===== src/rtl/chain_rd_pkg.sv =====
package chain_rd_pkg;

  // Sequencer states of the readback controller
  typedef enum logic [1:0] {
    ST_IDLE = 2'd0,  // waiting for a start request
    ST_CONV = 2'd1,  // strobe high, waiting for the completion edge
    ST_READ = 2'd2,  // clocking the chain
    ST_ACQ  = 2'd3   // strobe low, acquisition interval running
  } rd_state_t;

endpackage


===== src/rtl/chain_rd_sckgen.sv =====
// Serial clock generator: idles high, toggles every HALF cycles while run is set.
module chain_rd_sckgen #(
  parameter int HALF = 2
) (
  input  logic clk,
  input  logic rst,
  input  logic run,
  output logic sck_q,
  output logic fall_now,
  output logic rise_now
);

  localparam int PW = (HALF > 1) ? $clog2(HALF) : 1;

  logic [PW-1:0] ph;
  logic          tick;

  assign tick     = run && (ph == PW'(HALF - 1));
  assign fall_now = tick && sck_q;
  assign rise_now = tick && !sck_q;

  always_ff @(posedge clk) begin
    if (rst || !run) begin
      ph    <= '0;
      sck_q <= 1'b1;
    end else if (tick) begin
      ph    <= '0;
      sck_q <= ~sck_q;
    end else begin
      ph    <= ph + 1'b1;
    end
  end

endmodule


===== src/rtl/chain_rd_shreg.sv =====
// Capture register: one bit enters at the bottom on each strobe, the oldest
// bit leaves at the top. One extra shift therefore drops the first bit.
module chain_rd_shreg #(
  parameter int W = 48
) (
  input  logic         clk,
  input  logic         rst,
  input  logic         shift_en,
  input  logic         din,
  output logic [W-1:0] q
);

  always_ff @(posedge clk) begin
    if (rst) begin
      q <= '0;
    end else if (shift_en) begin
      q <= {q[W-2:0], din};
    end
  end

endmodule


===== src/rtl/chain_rd_count.sv =====
// Interval counter: counts enabled cycles from a clear and flags the
// LIMIT-th one.
module chain_rd_count #(
  parameter int LIMIT = 16
) (
  input  logic clk,
  input  logic rst,
  input  logic clr,
  input  logic en,
  output logic hit
);

  localparam int CW = $clog2(LIMIT + 1);

  logic [CW-1:0] cnt;

  assign hit = en && (cnt == CW'(LIMIT - 1));

  always_ff @(posedge clk) begin
    if (rst || clr) begin
      cnt <= '0;
    end else if (en && !hit) begin
      cnt <= cnt + 1'b1;
    end
  end

endmodule


===== src/rtl/chain_adc_reader.sv =====
module chain_adc_reader #(
  parameter int N_DEV       = 8,
  parameter int WORD_W      = 16,
  parameter int SCK_HALF    = 2,
  parameter int TIMEOUT_CYC = 4096,
  parameter int ACQ_CYC     = 64
) (
  input  logic                      clk,
  input  logic                      rst,
  input  logic                      start,
  input  logic                      sdo_in,
  input  logic                      m_ready,
  output logic                      cnv_o,
  output logic                      sck_o,
  output logic                      m_valid,
  output logic [N_DEV*WORD_W-1:0]   m_data,
  output logic                      timeout_o
);

  import chain_rd_pkg::*;

  localparam int DATA_W = N_DEV * WORD_W;
  localparam int NCLK   = DATA_W + 1;          // flag bit plus all words
  localparam int BW     = $clog2(NCLK + 1);

  rd_state_t          st;
  logic               sdo_q;
  logic               sdo_rise;
  logic [BW-1:0]      nfall;
  logic               last_seen;
  logic               run;
  logic               sck_w;
  logic               fall_now;
  logic               rise_now;
  logic [DATA_W-1:0]  shq;
  logic               tmo_hit;
  logic               acq_hit;

  assign sdo_rise = sdo_in && !sdo_q;
  assign run      = (st == ST_READ);
  assign sck_o    = sck_w;

  chain_rd_sckgen #(
    .HALF (SCK_HALF)
  ) u_sck (
    .clk      (clk),
    .rst      (rst),
    .run      (run),
    .sck_q    (sck_w),
    .fall_now (fall_now),
    .rise_now (rise_now)
  );

  // Sample on the clock edge that drives sck low: the chain has not yet
  // moved to the next bit, so the value seen is the one before the fall.
  chain_rd_shreg #(
    .W (DATA_W)
  ) u_shreg (
    .clk      (clk),
    .rst      (rst),
    .shift_en (fall_now),
    .din      (sdo_in),
    .q        (shq)
  );

  chain_rd_count #(
    .LIMIT (TIMEOUT_CYC)
  ) u_tmo (
    .clk (clk),
    .rst (rst),
    .clr (st != ST_CONV),
    .en  ((st == ST_CONV) && !sdo_rise),
    .hit (tmo_hit)
  );

  chain_rd_count #(
    .LIMIT (ACQ_CYC)
  ) u_acq (
    .clk (clk),
    .rst (rst),
    .clr (st != ST_ACQ),
    .en  (st == ST_ACQ),
    .hit (acq_hit)
  );

  always_ff @(posedge clk) begin
    if (rst) begin
      st        <= ST_IDLE;
      cnv_o     <= 1'b0;
      m_valid   <= 1'b0;
      m_data    <= '0;
      timeout_o <= 1'b0;
      sdo_q     <= 1'b0;
      nfall     <= '0;
      last_seen <= 1'b0;
    end else begin
      sdo_q     <= sdo_in;
      timeout_o <= 1'b0;
      if (m_valid && m_ready) begin
        m_valid <= 1'b0;
      end
      case (st)
        ST_IDLE: begin
          if (start && !m_valid) begin
            cnv_o <= 1'b1;
            st    <= ST_CONV;
          end
        end
        ST_CONV: begin
          if (sdo_rise) begin
            nfall     <= '0;
            last_seen <= 1'b0;
            st        <= ST_READ;
          end else if (tmo_hit) begin
            cnv_o     <= 1'b0;
            timeout_o <= 1'b1;
            st        <= ST_ACQ;
          end
        end
        ST_READ: begin
          if (fall_now) begin
            nfall <= nfall + 1'b1;
            if (nfall == BW'(NCLK - 1)) begin
              last_seen <= 1'b1;
            end
          end
          if (rise_now && last_seen) begin
            cnv_o   <= 1'b0;
            m_valid <= 1'b1;
            m_data  <= shq;
            st      <= ST_ACQ;
          end
        end
        ST_ACQ: begin
          if (acq_hit) begin
            st <= ST_IDLE;
          end
        end
        default: st <= ST_IDLE;
      endcase
    end
  end

endmodule


===== config.mk =====
export PLATFORM = sky130hd
export DESIGN_NAME = chain_adc_reader
export DESIGN_NICKNAME = d
export VERILOG_FILES = /design/src/rtl/chain_rd_pkg.sv /design/src/rtl/chain_rd_sckgen.sv /design/src/rtl/chain_rd_shreg.sv /design/src/rtl/chain_rd_count.sv /design/src/rtl/chain_adc_reader.sv
export SDC_FILE = /design/constraint.sdc
export NUM_CORES = 1
export LEC_CHECK = 0
export BUFFER_PORTS_ARGS = -buffer_cell sky130_fd_sc_hd__buf_2
export CORE_MARGIN = 5
export CORE_UTILIZATION = 30
export DETAILED_ROUTE_END_ITERATION = 10
export PLACE_DENSITY = 0.58
export SLEW_MARGIN = 10
export SYNTH_ARGS = -nofsm -noshare
export SYNTH_HDL_FRONTEND = slang
export SYNTH_SLANG_ARGS = --single-unit

===== constraint.sdc =====
create_clock -name clk -period 2 [get_ports clk]
set_input_delay 0.2 -clock clk [delete_from_list [all_inputs] [get_ports clk]]
set_output_delay 0.2 -clock clk [all_outputs]
set_load 0.02 [all_outputs]

==> summary.md, run 1 <==
- **result of the run** complete, no violations
- **wire length per cell after detailed routing** 13.2 µm
- **Std-Cell Rows** 68
- **Setup Viol. Count Final** 0
- **ys async rst share** 0%
- **number of global-route vias before repair** 8,336
- **clock-pin slew reported for the worst setup and hold paths after clock tree synthesis** 0.06 ns
- **Static Leak** 4.63 nW
- **buffer and inverter count on the worst path** 3
- **shortest period the worst path allows** 1.92 ns
- **die boundary width** 198 µm
- **setup_tns** 0 ns
- **crit path launch type** flip-flop
- **count of buffers from port buffering** 136
- **pin count of the biggest net entering global routing** 128
- **area inside the core boundary** 34,600 µm²
- **detailed-placement wirelength estimate** 15,500 µm
- **setup repair after global routing missed its margin** true
- **area after detailed placement** 11,800 µm²
- **Initial Utilization** 30.5%
- **PD cells** 981 nW/µm²
- **relative slew slack** 56.6%
- **clock latency at the later pin of the worst-skew pair** 0.50 ns
- **Syn-to-layout area delta** 22.5%
- **final weighted congestion in routability-driven placement** 0.730
- **Num Clock Sinks** 293
- **unique cell type count in the Yosys netlist** 46
- **register cell area after layout** 5870 µm²
- **hold path start** rst
- **total number of H-tree levels** 2
- **multi-input combinational cell area** 4340 µm²
- **Non-Filler Instances** 1,910
- **total standard cell area after synthesis** 10,600 µm²
- **worst hold slack** 0.0576 ns
- **slew at the pin closest to its max-slew limit** 0.651 ns
- **number of top-level design ports** 137
- **Critical Path, Cell by Cell** inv_1 -> ha_2 -> buf_4 -> and4b_4 -> buf_16 -> nand2_1 -> a21oi_1
- **biggest cell delay along the critical path** 0.37 ns
- **net count of the finished layout** 1,449
- **number of diodes** 0
- **cell at the slowest stage of the critical path** dfxtp_1
- **height of the die** 198 µm
- **number of synthesis warnings** 0
- **fill count** 3,589
- **Post-Synthesis Mean Instance Area** 7.97 µm²
- **total wirelength of the detailed-routed design** 25,300 µm
- **category of the critical setup timing path** reg2reg
- **post-route cell area** 12,900 µm²
- **iteration count of the initial detailed-routing pass** 5
- **total CTS buffers** 35
- **top library cells by usage in the layout, fill and taps aside** nand2_1 (520), dfxtp_1 (293), a21oi_1 (276), buf_2 (135), clkbuf_16 (37)
- **number of cells in the design after placement** 1,850
- **worst clock skew on the final layout** 0.0116 ns
- **Remaining Overflow, GRT** 0
- **DRC Markers** 0
- **post-synthesis register bit count** 293
- **leading cell type in the layout, fill and taps excluded** nand2_1
- **total number of vias** 8,896
- **initial antenna violation count** 0
- **area of the die** 39,000 µm²
- **average via count per standard cell** 4.66
- **global router's overall resource usage** 12.5%
- **Final Hold Violating Endpoints** 0
- **global-route wire length before repair** 41,900 µm
- **endpoint type of the worst setup path** flip-flop
- **setup slack after placement** 0.0377 ns
- **launch point of the worst reg-to-reg path** st[0]
- **synthesized net count** 1,340
- **number of enable-type register cells in the synthesized netlist** 0
- **worst vdd ir** 0.640 mV
- **fin. max-slew vios** 0
- **Worst Hold Class** in2reg
- **number of violations reported at the end of detailed-routing iteration 0** 545
- **share of layout cells above drive strength 1** 15.8%
- **WP data required** 2.41 ns
- **clk root buf** clkbuf_16
- **Most used DFF post-synth** dfxtp_1
- **number of buffers on the longest clock path** 3
- **Synth Instances** 1,325
- **highest achievable clock rate** 0.520 GHz
- **post-route worst setup slack** 0.0787 ns
- **family of cells with the greatest summed delay on the critical path** buffers and inverters
- **Seq/Total Area, Yosys** 55.6%
- **Arr. time, crit path** 2.33 ns
- **final clock period utilization by the worst path** 96.1%
- **peak fanout along the critical path** 76
- **CTS tree** done
- **Maximum Capacitance Violations** 0
- **ANT nets after route** 0
- **origin of the worst setup path** st[0]
[cell type report]
| cell class | count | share of cell area, % |
|---|---|---|
| well taps | 455 | 4.40 |
| flip-flops and latches | 293 | 45.4 |
| inverters | 11 | 0.319 |
| repair buffers | 163 | 7.87 |
| clock buffers | 48 | 7.87 |
| multi-input cells | 930 | 33.6 |
| clock inverters | 10 | 0.629 |
[cells in the mapped netlist (3+ instances only)]
cell	n	area share, %
nand4_1	7	0.41
ha_1	10	1.2
inv_1	10	0.36
nor2_1	12	0.43
nor3_1	4	0.19
a21oi_1	276	13
nand3_1	11	0.52
buf_1	4	0.14
and3_1	7	0.41
clkbuf_1	83	3.0
buf_2	3	0.14
nand2_1	520	18
o31ai_1	7	0.50
or4_1	7	0.50
o21ai_0	8	0.38
dfxtp_1	293	56
or3_1	10	0.59
xor2_1	6	0.50
nand2b_1	7	0.41
o211ai_1	4	0.28
a311oi_1	3	0.25
nor2b_1	4	0.24
[cell families (layout without fill, tap and decap cells)]
group	Yosys count	count (layout)	share of synthesized area (%)
and+or+nand+nor	598	598	23.0
AOI/OAI and AO/OA	311	311	15.6
DFF	293	293	55.6
buffers and inverters	102	232	3.73
adders and majority gates	10	10	1.19
xor gates and xnor gates	7	7	0.581
muxes	4	4	0.403
[worst paths after layout]
check | end | slack [ns] | cells past startpoint
hold / removal | m_data[1] | 0.06 | 2
setup / recovery | m_data[95] | 0.08 | 7
hold reg to reg | u_acq.cnt[6] | 0.42 | 2
setup reg to reg | m_data[95] | 0.08 | 7
[worst reg2reg max path, cell delays in order, from the launching register on]
cell and delay, ns:
dfxtp_1 0.37, inv_1 0.16, ha_2 0.27, buf_4 0.16, and4b_4 0.29, buf_16 0.29, nand2_1 0.16, a21oi_1 0.16
[repair_timing]
item                                   4_1_cts  5_1_grt
buffers inserted                             0        0
endpoints found under the hold margin        3        0
resized for setup                            0        6
hold buffers                                 2        0
setup endpoints to repair                    0       94
[where the power goes]
part           internal [mW]  total, mW  switching [mW]
logic                  0.285      0.744           0.458
registers               5.88       5.92          0.0442
clock network           3.67       6.02            2.35
total                   9.83       12.7            2.85
[flip-flops by register name (all words and copies together) (netlist names)]
signal       count
m_data         128
cnv_o            1
m_valid          1
u_sck.ph         1
nfall            8
timeout_o        1
sdo_q            1
u_shreg.q      128
st               2
last_seen        1
u_tmo.cnt       13
u_acq.cnt        7
u_sck.sck_q      1
[metrics by stage]
stage                     power [mW]  utilization [%]
after CTS                       12.9             37.3
after global routing            13.2             37.3
after global placement          6.76             34.0
final                           12.7             37.3
after detailed placement        6.77             34.0
after floorplan                 6.51                -
[per-layer routing]
layer	global-route usage, %	part of all wire (%)	vias up
met3	2.68	4.6	35
met4	3.21	1.7	0
li1	-	-	4568
met2	20.4	46	151
met5	0	0	-
met1	16.9	47	4142
No activity file was read; power rests on OpenSTA's default activity.
==> run 2, diff against run 1 <==
--- a/config.mk
+++ b/config.mk
@@ -7,2 +7,3 @@
 export LEC_CHECK = 0
+export ABC_AREA = 1
 export BUFFER_PORTS_ARGS = -buffer_cell sky130_fd_sc_hd__buf_2
@@ -11,3 +12,4 @@
 export DETAILED_ROUTE_END_ITERATION = 10
-export PLACE_DENSITY = 0.58
+export MAX_ROUTING_LAYER = met4
+export PLACE_DENSITY = 0.57
 export SLEW_MARGIN = 10
--- a/constraint.sdc
+++ b/constraint.sdc
@@ -3,2 +3,2 @@
 set_output_delay 0.2 -clock clk [all_outputs]
-set_load 0.02 [all_outputs]
+set_load 0.01 [all_outputs]
==> summary.md, run 2 <==
- **total wirelength of the detailed-routed design** 28,800 µm
- **Hold EP** u_acq.cnt[3]
- **wire length per cell after detailed routing** 14.4 µm
- **Post-Synthesis Mean Instance Area** 7.85 µm²
- **clock latency at the later pin of the worst-skew pair** 0.52 ns
- **R2R cell count** 10
- **clock-pin slew reported for the worst setup and hold paths after clock tree synthesis** 0.06 ns
- **category of the critical setup timing path** reg2reg
- **launch point of the worst reg-to-reg path** st[1]
- **PD cells** 963 nW/µm²
- **count of buffers from port buffering** 136
- **fraction of synthesized cell area taken by the top area cell type** 52.5%
- **peak fanout along the critical path** 6
- **detailed-placement wirelength estimate** 16,800 µm
- **Worst R2R End** st[0]
- **number of synthesis warnings** 0
- **number of cells in the design after placement** 1,935
- **synthesized net count** 1,438
- **total CTS buffers** 35
- **commonest cells in the netlist** nand2_1 (331), dfxtp_1 (293), a21oi_1 (277)
- **endpoint type of the worst setup path** flip-flop
- **slew at the pin closest to its max-slew limit** 0.755 ns
- **CTS tree** done
- **setup repair after global routing missed its margin** false
- **Num Clock Sinks** 293
- **clk root buf** clkbuf_16
- **multi-input combinational cell area** 4590 µm²
- **net count of the finished layout** 1,521
- **initial antenna violation count** 0
- **post-route cell area** 13,300 µm²
- **total number of H-tree levels** 2
- **Initial Utilization** 30.4%
- **Regs by FF count** m_data: 128 flops, u_shreg.q: 128 flops, u_tmo.cnt: 13 flops
- **highest achievable clock rate** 0.553 GHz
- **Synth Instances** 1,423
- **hold path start** rst
- **final clock period utilization by the worst path** 90.4%
- **combinational share of power** 6.2%
- **switching share of power** 23.4%
- **setup_tns** 0 ns
- **result of the run** complete, no violations
- **post-synthesis register bit count** 293
- **register cell area after layout** 5870 µm²
- **Maximum Capacitance Violations** 0
- **share of total power in the clock network** 47.8%
- **area inside the core boundary** 36,700 µm²
- **Setup Buffers After CTS** 0
- **pin count of the biggest net entering global routing** 152
- **crit path launch type** flip-flop
- **Syn-to-layout area delta** 19.4%
- **relative slew slack** 49.7%
- **worst clock skew on the final layout** 0.0257 ns
- **Remaining Overflow, GRT** 0
- **Util after Layout** 36.3%
- **height of the die** 203 µm
- **top library cells by usage in the layout, fill and taps aside** nand2_1 (330), dfxtp_1 (291), a21oi_1 (277), nand3_1 (268), buf_2 (135)
- **ys async rst share** 0%
- **relative contribution of sequential cells to total power** 46.1%
- **iteration count of the initial detailed-routing pass** 5
- **DRC Markers** 0
- **largest area contributor in the synthesized netlist** dfxtp_1
- **cells taking the most area after synthesis** dfxtp_1 (53%), a21oi_1 (12%), nand3_1 (12%)
- **reg2reg setup slack** 0.19 ns
- **Most used DFF post-synth** dfxtp_1
- **ANT nets after route** 0
- **average via count per standard cell** 4.90
- **number of buffers on the longest clock path** 3
- **total power** 12.8 mW
- **worst vdd ir** 0.546 mV
- **Power Internal** 9.83 mW
- **unique cell type count in the Yosys netlist** 26
- **number of violations reported at the end of detailed-routing iteration 0** 541
- **share of layout cells above drive strength 1** 15.0%
- **leading cell type in the layout, fill and taps excluded** nand2_1
- **fin. max-slew vios** 0
- **Static Leak** 4.78 nW
- **number of global-route vias before repair** 9,188
- **die boundary width** 203 µm
- **Arr. time, crit path** 2.22 ns
- **shortest period the worst path allows** 1.81 ns
- **Setup Viol. Count Final** 0
- **Worst Hold Class** in2reg
- **total number of vias** 9,771
- **number of top-level design ports** 137
- **total standard cell area after synthesis** 11,200 µm²
- **global-route wire length before repair** 48,000 µm
- **WP data required** 2.42 ns
- **fill count** 3,782
- **Final Hold Violating Endpoints** 0
- **Std-Cell Rows** 70
- **number of diodes** 0
- **most frequent cell after synthesis** nand2_1
- **global router's overall resource usage** 14.0%
- **net switching component of the power** 3.01 mW
- **final weighted congestion in routability-driven placement** 0.740
- **Non-Filler Instances** 1,995
- **area of the die** 41,200 µm²
- **hold path cells** 4
- **Seq/Total Area, Yosys** 52.5%
- **area after detailed placement** 12,200 µm²
- **number of enable-type register cells in the synthesized netlist** 0
run 2: cell types whose count changed in the layout (fill, tap and decap cells not counted), sizes merged, moves of 5 or more:
cell,change
nand3,+259
nand2,-185
inv,+30
nor2,+29
or3,-10
o21ai,+8
and3,-7
nand2b,-7
o31ai,-7
or4,-7
nor2b,-5
run 2: cells by family after synthesis:
kind of cell               Yosys count  share of synthesized area (%)
adders and majority gates           10                           1.12
AOI/OAI and AO/OA                  296                           13.3
xor gates and xnor gates             6                          0.470
buffers and inverters              157                           6.61
and+or+nand+nor                    661                           26.0
DFF                                293                           52.5
run 2: power groups by stage:
stage                     Combinational, mW  Sequential [mW]  Clock [mW]
final                                 0.791             5.92        6.13
after global routing                  0.900             5.92        6.59
after CTS                             0.801             5.92        6.34
after detailed placement              0.796             6.04           0
after global placement                0.792             6.04           0
after floorplan                       0.552             6.05           0
run 2: critical path, cell delays in order (launching register included):
cell	delay, ns
dfxtp_1	0.44
ha_2	0.29
nand2_2	0.12
nor2_4	0.22
nand2_4	0.11
nand2_1	0.08
nand2_1	0.08
nor2_2	0.18
nand3b_1	0.09
nand2_1	0.07
nor2_1	0.04
run 2: worst max-delay path by stage:
stage / from / endpoint / slack [ns] / cells after the start
finish: st[1] / st[0] / 0.19 / 10
global route: u_tmo.cnt[0] / u_tmo.cnt[3] / 0.006 / 8
CTS: st[1] / m_data[98] / 0.13 / 6
detailed placement: st[1] / m_data[67] / 0.17 / 6
global placement: st[1] / st[1] / 0.19 / 10
floorplan: st[0] / m_data[108] / 0.42 / 9
run 2: final cells by class:
type                       count  area share [%]
timing repair buffer         161            7.65
sequential                   293            44.0
clock inverter                 9           0.591
clock buffer                  49            7.73
tap                          468            4.39
multi-input combinational    973            34.4
inverter                      42            1.20
run 2: metal layers:
metal	track usage, %	share of wire (%)	vias up
li1	-	-	4934
met1	19.0	47	4578
met2	21.8	46	222
met3	2.51	5.0	37
met4	3.66	1.6	0
met5	-	0	-
run 2: what timing repair did:
item / CTS / global route
setup endpoints to repair: 0 / 10
hold buffers: 2 / 0
resized for setup: 0 / 1
hold endpoints to repair: 3 / 0
run 2: metrics by stage:
step	setup WS [ns]	hold slack (ns)
detailed placement	0.172	0.431
CTS	0.134	0.0586
floorplan	0.423	0.307
global placement	0.188	0.430
finish	0.192	0.0797
global route	0.00626	0.0941
